File: src/rtl/oneshot_pkg.sv
package oneshot_pkg;
  // Strobes from the control state machine to the width counter
  typedef struct packed {
    logic load;  // capture a new width, pulse begins
    logic dec;   // count one cycle of an active pulse
  } osCtrlT;
endpackage

File: src/rtl/oneshot_sync.sv
module oneshot_sync #(
  parameter int BITS = 3,
  parameter int STAGES = 2,
  parameter logic [BITS-1:0] RST_VAL = '0
) (
  input  logic            clk,
  input  logic            rstN,
  input  logic [BITS-1:0] din,
  output logic [BITS-1:0] syncOut,
  output logic [BITS-1:0] prevOut
);
  localparam int DEPTH = STAGES + 1;

  logic [BITS-1:0] stage [DEPTH];

  generate
    for (genvar i = 0; i < DEPTH; i++) begin : g_stage
      if (i == 0) begin : g_first
        always_ff @(posedge clk or negedge rstN) begin
          if (!rstN) stage[i] <= RST_VAL;
          else       stage[i] <= din;
        end
      end else begin : g_next
        always_ff @(posedge clk or negedge rstN) begin
          if (!rstN) stage[i] <= RST_VAL;
          else       stage[i] <= stage[i-1];
        end
      end
    end
  endgenerate

  assign syncOut = stage[STAGES-1];
  assign prevOut = stage[STAGES];
endmodule

File: src/rtl/oneshot_ctrl.sv
module oneshot_ctrl
  import oneshot_pkg::*;
(
  input  logic   clk,
  input  logic   rstN,
  input  logic   aNow,
  input  logic   aPrev,
  input  logic   bNow,
  input  logic   bPrev,
  input  logic   clrNow,
  input  logic   clrPrev,
  input  logic   cntZero,
  output osCtrlT strobe,
  output logic   active
);
  logic aFall, bRise, clrSettled, clrRelease;
  logic firing, edgeFire, releaseFire, fire;
  logic idleSeen, armed;

  assign aFall      = aPrev & ~aNow;
  assign bRise      = ~bPrev & bNow;
  assign clrSettled = clrNow & clrPrev;
  assign clrRelease = clrNow & ~clrPrev;
  assign firing     = ~aNow & bNow;

  assign edgeFire    = clrSettled & ((aFall & bNow) | (bRise & ~aNow));
  assign releaseFire = clrRelease & armed & firing;
  assign fire        = ~active & (edgeFire | releaseFire);

  // Pulse state
  always_ff @(posedge clk or negedge rstN) begin
    if (!rstN)                  active <= 1'b0;
    else if (!clrNow)           active <= 1'b0;
    else if (active && cntZero) active <= 1'b0;
    else if (fire)              active <= 1'b1;
  end

  // Release arming: idle state seen, then firing state while clear is low
  always_ff @(posedge clk or negedge rstN) begin
    if (!rstN) begin
      idleSeen <= 1'b0;
      armed    <= 1'b0;
    end else if (clrNow) begin
      idleSeen <= 1'b0;
      armed    <= 1'b0;
    end else if (!firing) begin
      idleSeen <= 1'b1;
    end else if (idleSeen) begin
      armed    <= 1'b1;
    end
  end

  always_comb begin
    strobe      = '0;
    strobe.load = fire;
    strobe.dec  = active & ~cntZero & clrNow;
  end
endmodule

File: src/rtl/oneshot_count.sv
module oneshot_count
  import oneshot_pkg::*;
#(
  parameter int WIDTH = 8
) (
  input  logic             clk,
  input  logic             rstN,
  input  osCtrlT           strobe,
  input  logic [WIDTH-1:0] widthIn,
  output logic [WIDTH-1:0] cnt,
  output logic             cntZero
);
  localparam logic [WIDTH-1:0] ONE = WIDTH'(1);

  always_ff @(posedge clk or negedge rstN) begin
    if (!rstN)            cnt <= '0;
    else if (strobe.load) cnt <= widthIn;
    else if (strobe.dec)  cnt <= cnt - ONE;
  end

  assign cntZero = (cnt == '0);
endmodule

File: src/rtl/oneshot_pulse.sv
module oneshot_pulse
  import oneshot_pkg::*;
#(
  parameter int WIDTH = 8
) (
  input  logic             clk,
  input  logic             rstN,
  input  logic             trigFallN,
  input  logic             trigRise,
  input  logic             clrN,
  input  logic [WIDTH-1:0] widthIn,
  output logic             pulseQ,
  output logic             pulseQn
);
  // Bit order inside the synchroniser: {clear, rise, fall}
  localparam logic [2:0] SYNC_RST = 3'b001;

  logic [2:0] syncNow, syncPrev;
  logic aNow, aPrev, bNow, bPrev, clrNow, clrPrev;
  logic [WIDTH-1:0] cnt;
  logic cntZero, active;
  osCtrlT strobe;

  oneshot_sync #(.BITS(3), .STAGES(2), .RST_VAL(SYNC_RST)) u_sync (
    .clk(clk), .rstN(rstN),
    .din({clrN, trigRise, trigFallN}),
    .syncOut(syncNow), .prevOut(syncPrev)
  );

  assign {clrNow, bNow, aNow}    = syncNow;
  assign {clrPrev, bPrev, aPrev} = syncPrev;

  oneshot_ctrl u_ctrl (
    .clk(clk), .rstN(rstN),
    .aNow(aNow), .aPrev(aPrev), .bNow(bNow), .bPrev(bPrev),
    .clrNow(clrNow), .clrPrev(clrPrev), .cntZero(cntZero),
    .strobe(strobe), .active(active)
  );

  oneshot_count #(.WIDTH(WIDTH)) u_count (
    .clk(clk), .rstN(rstN), .strobe(strobe), .widthIn(widthIn),
    .cnt(cnt), .cntZero(cntZero)
  );

  assign pulseQ  = active;
  assign pulseQn = ~active;
endmodule

File: config.mk
export PLATFORM = sky130hd
export DESIGN_NAME = oneshot_pulse
export DESIGN_NICKNAME = d
export VERILOG_FILES = /design/src/rtl/oneshot_pkg.sv /design/src/rtl/oneshot_sync.sv /design/src/rtl/oneshot_ctrl.sv /design/src/rtl/oneshot_count.sv /design/src/rtl/oneshot_pulse.sv
export SDC_FILE = /design/constraint.sdc
export NUM_CORES = 1
export LEC_CHECK = 0
export BUFFER_PORTS_ARGS = -buffer_cell sky130_fd_sc_hd__buf_2
export CAP_MARGIN = 15
export CORE_MARGIN = 2
export CORE_UTILIZATION = 30
export CTS_CLUSTER_SIZE = 16
export DETAILED_ROUTE_END_ITERATION = 8
export PLACE_DENSITY_LB_ADDON = 0.2
export SLEW_MARGIN = 5
export SYNTH_ARGS = -nofsm -noshare
export SYNTH_HDL_FRONTEND = slang
export SYNTH_HIERARCHICAL = 1
export SYNTH_SLANG_ARGS = --single-unit
File: constraint.sdc
create_clock -name clk -period 4.4 [get_ports clk]
set_input_delay 1.1 -clock clk [delete_from_list [all_inputs] [get_ports clk]]
set_output_delay 1.1 -clock clk [all_outputs]
set_load 0.02 [all_outputs]
==> results of run 1 <==
Yosys cell counts (3+ instances only):
cell | number | area share, %
dfrtp_1 | 17 | 47
nand2_1 | 9 | 3.7
buf_4 | 8 | 6.6
o21ai_0 | 8 | 4.4
inv_1 | 5 | 2.1
dfstp_2 | 3 | 8.6
nand3b_1 | 3 | 2.5
or4_1 | 3 | 2.5
cell type report:
| class | count | area (µm²) | area share [%] |
|---|---|---|---|
| Sequential cell | 20 | 504.2 | 49.15 |
| Multi-Input combinational cell | 49 | 331.6 | 32.32 |
| Timing Repair Buffer | 15 | 77.57 | 7.561 |
| Tap cell | 33 | 41.29 | 4.024 |
| Clock inverter | 1 | 30.03 | 2.927 |
| Clock buffer | 3 | 22.52 | 2.195 |
| Inverter | 5 | 18.77 | 1.829 |
where the power goes:
group	total [mW]	internal [mW]	switching, mW
combinational	0.0899	0.0472	0.0427
sequential	0.255	0.220	0.0352
clock	0.147	0.0920	0.0554
total	0.493	0.359	0.133
how the worst max path moves through the flow:
stage                                      end  slack (ns)                        from
floorplan           u_count/cnt[5]$_DFFE_PN0P_        2.23  u_count/cnt[0]$_DFFE_PN0P_
global placement    u_count/cnt[5]$_DFFE_PN0P_        2.16  u_count/cnt[0]$_DFFE_PN0P_
detailed placement  u_count/cnt[5]$_DFFE_PN0P_        2.09  u_count/cnt[0]$_DFFE_PN0P_
CTS                 u_count/cnt[5]$_DFFE_PN0P_        2.07  u_count/cnt[0]$_DFFE_PN0P_
global route        u_count/cnt[5]$_DFFE_PN0P_        1.95  u_count/cnt[0]$_DFFE_PN0P_
finish              u_count/cnt[5]$_DFFE_PN0P_        2.06  u_count/cnt[0]$_DFFE_PN0P_
through the flow:
stage	utilization, %	hold WS (ns)	instances	setup slack, ns
6_report	34.45	0.3631	126	2.062
5_1_grt	34.45	0.3704	126	1.952
4_1_cts	34.45	0.3650	126	2.066
3_5_place_dp	32.69	0.3395	122	2.086
3_3_place_gp	32.69	0.3314	122	2.155
2_1_floorplan	-	0.3312	82	2.227
worst max-delay path, cell delays in order (launching register included):
cell      delay [ns]
dfrtp_1         0.39
inv_1           0.08
ha_1            0.20
nor4b_1         0.14
nand3b_1        0.20
inv_1           0.18
or4b_4          0.53
o31a_1          0.25
o31a_1          0.27
sequential cells by signal (all words and copies together) (netlist names):
signal and flops:
u_count/cnt 8, u_sync/prevOut 3, u_ctrl/armed 1, u_ctrl/idleSeen 1, u_sync/stage 3, u_ctrl/active 1, u_sync/syncOut 3
logic make-up after synthesis:
| group | Yosys count | share of synthesized area (%) |
|---|---|---|
| compound gates | 12 | 8.208 |
| fa+ha+maj | 2 | 2.736 |
| xor+xnor | 4 | 3.831 |
| simple gates | 31 | 21.48 |
| buf+inv | 13 | 8.619 |
| flops | 20 | 55.13 |
metal layers:
layer / part of all wire, % / global-route usage, % / wire (µm)
met5: 0 / 0 / 0
met4: 1.2 / 5.844 / 17
met3: 5.4 / 2.183 / 78
met2: 48 / 16.95 / 692
met1: 45 / 11.37 / 648
==> results.ini, run 1 <==
[detailed_routing]
initialDrtViolationCount = 5
final_antenna_net_count = 0
drc = 0
via_per_inst = 4.698
firstDrtPassIters = 4
wirelength_um = 1437
wire_per_inst_um = 11.40
num_vias = 592

[setup_path]
reg2reg_from = u_count/cnt[0]$_DFFE_PN0P_
cp-start-kind = flip-flop
path_class = flip-flop to flip-flop
reg2regPathDepth = 8
reg2reg_setup_slack_ns = 2.06
cp-end-kind = flip-flop
worst_ep_arrival_time_ns = 2.53
r2r_end = u_count/cnt[5]$_DFFE_PN0P_
critical_path_required_ns = 4.59
path_max_fanout = 7

[die]
die_x_um = 59.22
fp.dieH_um = 59.22
rows = 20
io_pins = 15
die-area_um2 = 3506
core_um2 = 2978
initial_core_util_pct = 30.71

[place]
place_congestion = 0.6912
dpl_cell_area_um2 = 973.4
numPortBuffers = 14
dp_hpwl_um = 1060

[synth]
synthFlopType = dfrtp_1
synth_cells = 82
async_flop_share_pct = 100.0
syn-num-nets = 97
syn_area_per_cell_um2 = 11.15
yosysUniqueCellTypes = 27
ys_seq_elements = 20
synth_area_um2 = 914.6
synth_warnings = 6
synth-edff-count = 0
yosysSeqAreaShare_pct = 55.13

[clocking]
cts_buffer_depth = 2
post_cts_buffers = 0
post_cts_resize_count = 0
cts_htree_levels = 1
cts.clk_slew.worst_paths_ns = 0.11
cts_sinks = 20
cts_root_buf = clkbuf_4
cts_hold_buf = 0
cts-buffers-inserted = 3
clock_latency_ns = 0.29
cts_tree = built

[timing]
fin_skew_ns = 0.001846
tightest_slew_ns = 0.4315
relSlewSlack_pct = 71.23
setup_violations = 0
min_period_ns = 2.338
period_share_pct = 53.15
rsz0062_at_grt = no
final_max_slew_viol_count = 0
timing.final.hold_violations = 0
clock.fmax_mhz = 427.6
setup-tns-final_ns = 0

[cells_and_area]
layout_common_cells = 17 x dfrtp_1, 14 x buf_2, 9 x nand2_1
mostFrequentLayoutCell = dfrtp_1
drive_above_1_share_pct = 27.96
syn2layout_area_growth_pct = 12.17
nets = 109
diodes = 0
nFillCells = 305
finalInstanceArea_um2 = 1026

[hold_path]
hp-class = flip-flop to flip-flop
worst_hold_startpoint = u_sync/stage[7]$_DFF_PN0_
whs_path_depth = 0
worstHoldEndpoint = u_sync/syncOut[1]$_DFF_PN0_

[grt]
antenna_found_initial = 0
track_usage_pct = 9.968
grt_max_degree = 21
grt_pass1_vias = 598
grt_pass1_wl_um = 2553
grt_remaining_overflow = 0

[power]
p_per_area_nw_per_um2 = 480.2
finalPower_uw = 492.7
peakVddDrop_v = 0.0002217
p_leak_nw = 0.4406

[status]
status = finished clean

[run]
max_cap_violations = 0

Note: power is estimated with default switching activity, not from simulation.
==> run 2, diff against run 1 <==
==> constraint.sdc (replaced) <==
create_clock -name clk -period 2.4 [get_ports clk]
set_input_delay 0.6 -clock clk [delete_from_list [all_inputs] [get_ports clk]]
set_output_delay 0.6 -clock clk [all_outputs]
set_load 0.02 [all_outputs]
==> run 2 against run 1 <==
Worst hold slack got worse by 0.14 ns. Critical path depth unchanged. Global-route usage grew 0.12 points. Critical endpoint unchanged. Largest cell class unchanged.
==> results.ini, run 2 (synthesis results as in run 1) <==
[detailed_routing]
final_antenna_net_count = 0  ; unchanged
num_vias = 591  ; was 592
wire_per_inst_um = 11.88  ; was 11.40 µm
wirelength_um = 1509  ; was 1437 µm
initialDrtViolationCount = 18  ; was 5
firstDrtPassIters = 4  ; unchanged
drc = 0  ; unchanged
via_per_inst = 4.654  ; was 4.698

[die]
core_um2 = 2978  ; unchanged
fp.dieH_um = 59.22  ; unchanged
die_x_um = 59.22  ; unchanged
io_pins = 15  ; unchanged
rows = 20  ; unchanged
die-area_um2 = 3506  ; unchanged
initial_core_util_pct = 30.71  ; unchanged

[hold_path]
hp-class = input pin to asynchronous set/reset pin  ; was flip-flop to flip-flop

[clocking]
cts.clk_slew.worst_paths_ns = 0.12  ; was 0.11 ns
cts_root_buf = clkbuf_4  ; unchanged
cts_htree_levels = 1  ; unchanged
clock_latency_ns = 0.30  ; was 0.29 ns
cts-buffers-inserted = 3  ; unchanged
cts_tree = built  ; unchanged
cts_buffer_depth = 2  ; unchanged
cts_sinks = 20  ; unchanged
cts_hold_buf = 0  ; unchanged

[setup_path]
worst_ep_arrival_time_ns = 2.49  ; was 2.53 ns
cp-start-kind = flip-flop  ; unchanged
critical_path_required_ns = 2.60  ; was 4.59 ns
path_class = flip-flop to flip-flop  ; unchanged
path_max_fanout = 7  ; unchanged
cp-end-kind = flip-flop  ; unchanged

[cells_and_area]
top_register = u_count/cnt  ; unchanged
nFillCells = 301  ; was 305
utilization_pct = 34.71  ; was 34.45%
drive_above_1_share_pct = 29.79  ; was 27.96%
syn2layout_area_growth_pct = 13.00  ; was 12.17%
multi_input_area_um2 = 331.6  ; unchanged
layout_common_cells = 17 x dfrtp_1, 14 x buf_2, 9 x nand2_1  ; unchanged
largest_reg_flops = 8  ; unchanged
ff_latch_area_um2 = 504.2  ; unchanged
diodes = 0  ; unchanged
nets = 110  ; was 109
mostFrequentLayoutCell = dfrtp_1  ; unchanged

[timing]
clock.fmax_mhz = 437.2  ; was 427.6 MHz
period_share_pct = 95.30  ; was 53.15%
fin_skew_ns = 0.004387  ; was 0.001846 ns
timing.final.hold_violations = 0  ; unchanged
final_max_slew_viol_count = 0  ; unchanged
setup_violations = 0  ; unchanged
relSlewSlack_pct = 70.38  ; was 71.23%
setup-tns-final_ns = 0  ; unchanged
rsz0062_at_grt = no  ; unchanged
tightest_slew_ns = 0.4444  ; was 0.4315 ns
min_period_ns = 2.287  ; was 2.338 ns

[grt]
antenna_found_initial = 0  ; unchanged
grt_pass1_vias = 596  ; was 598
grt_max_degree = 21  ; unchanged
grt_pass1_wl_um = 2580  ; was 2553 µm
grt_remaining_overflow = 0  ; unchanged
track_usage_pct = 10.09  ; was 9.968%

[place]
dp_hpwl_um = 1050  ; was 1060 µm
numPortBuffers = 14  ; unchanged
place_congestion = 0.6911  ; was 0.6912

[power]
p_per_area_nw_per_um2 = 892.6  ; was 480.2 nW/µm²
peakVddDrop_v = 0.0003396  ; was 0.0002217 V
p_leak_nw = 0.4431  ; was 0.4406 nW

[run]
max_cap_violations = 0  ; unchanged

[status]
status = finished clean  ; unchanged

## run 2: cell count changes in the layout (fill, tap and decap cells not counted)
cell / change
inv_2: +1
inv_1: -1
buf_4: +1
## run 2: metrics by stage
stage                     hold WS [ns]  power (mW)  instance area (µm²)  instances  worst slack [ns]
after detailed placement        0.3395      0.6411                973.4        122           0.09276
after CTS                       0.2323      0.9198                 1026        126           0.06362
after global placement          0.3314      0.6332                973.4        122            0.1551
after floorplan                 0.3044      0.5877                914.6         82            0.2273
final                           0.2243      0.9225                 1033        127            0.1129
after global routing            0.2362      0.9861                 1033        127           0.01016
## run 2: layout make-up
| class | instances | area share (%) |
|---|---|---|
| flip-flops and latches | 20 | 48.79 |
| multi-input cells | 49 | 32.08 |
| repair buffers | 16 | 8.232 |
| well taps | 33 | 3.995 |
| clock inverters | 1 | 2.906 |
| clock buffers | 3 | 2.179 |
| inverters | 5 | 1.816 |
## run 2: critical path, cell delays in order (launching register included)
cell,delay (ns)
dfrtp_1,0.40
inv_1,0.08
ha_1,0.20
nor4b_1,0.14
nand3b_1,0.21
inv_2,0.13
or4b_4,0.51
o31a_1,0.25
o31a_1,0.27
## run 2: final timing paths
path                            cells after the start                           to  slack (ns)                        from
worst max register to register                      8   u_count/cnt[5]$_DFFE_PN0P_        0.11  u_count/cnt[0]$_DFFE_PN0P_
worst min register to register                      0  u_sync/syncOut[2]$_DFF_PN0_        0.36   u_sync/stage[8]$_DFF_PN0_
max in group asynchronous                           1  u_sync/prevOut[0]$_DFF_PN1_        1.83                        rstN
worst max-delay path                                8   u_count/cnt[5]$_DFFE_PN0P_        0.11  u_count/cnt[0]$_DFFE_PN0P_
worst min-delay path                                1   u_count/cnt[5]$_DFFE_PN0P_        0.22                        rstN
min in group clk                                    0  u_sync/syncOut[2]$_DFF_PN0_        0.36   u_sync/stage[8]$_DFF_PN0_
## run 2: metal layers
layer | vias up | share of wire [%] | global-route usage (%)
met3 | 2 | 3.6 | 1.965
met4 | 0 | 1.1 | 6.818
met2 | 10 | 48 | 15.54
li1 | 301 | - | -
met1 | 278 | 47 | 12.71
met5 | - | 0 | 0
## run 2: what timing repair did
item | 4_1_cts | 5_1_grt
resized for setup | 0 | 1
endpoints found under the setup margin | 0 | 1
setup buffers | 0 | 1
## run 2: power breakdown
part / total [mW] / internal [mW] / switching (mW)
clock: 0.273 / 0.169 / 0.104
sequential: 0.469 / 0.404 / 0.0649
combinational: 0.181 / 0.0970 / 0.0843
total: 0.923 / 0.669 / 0.253
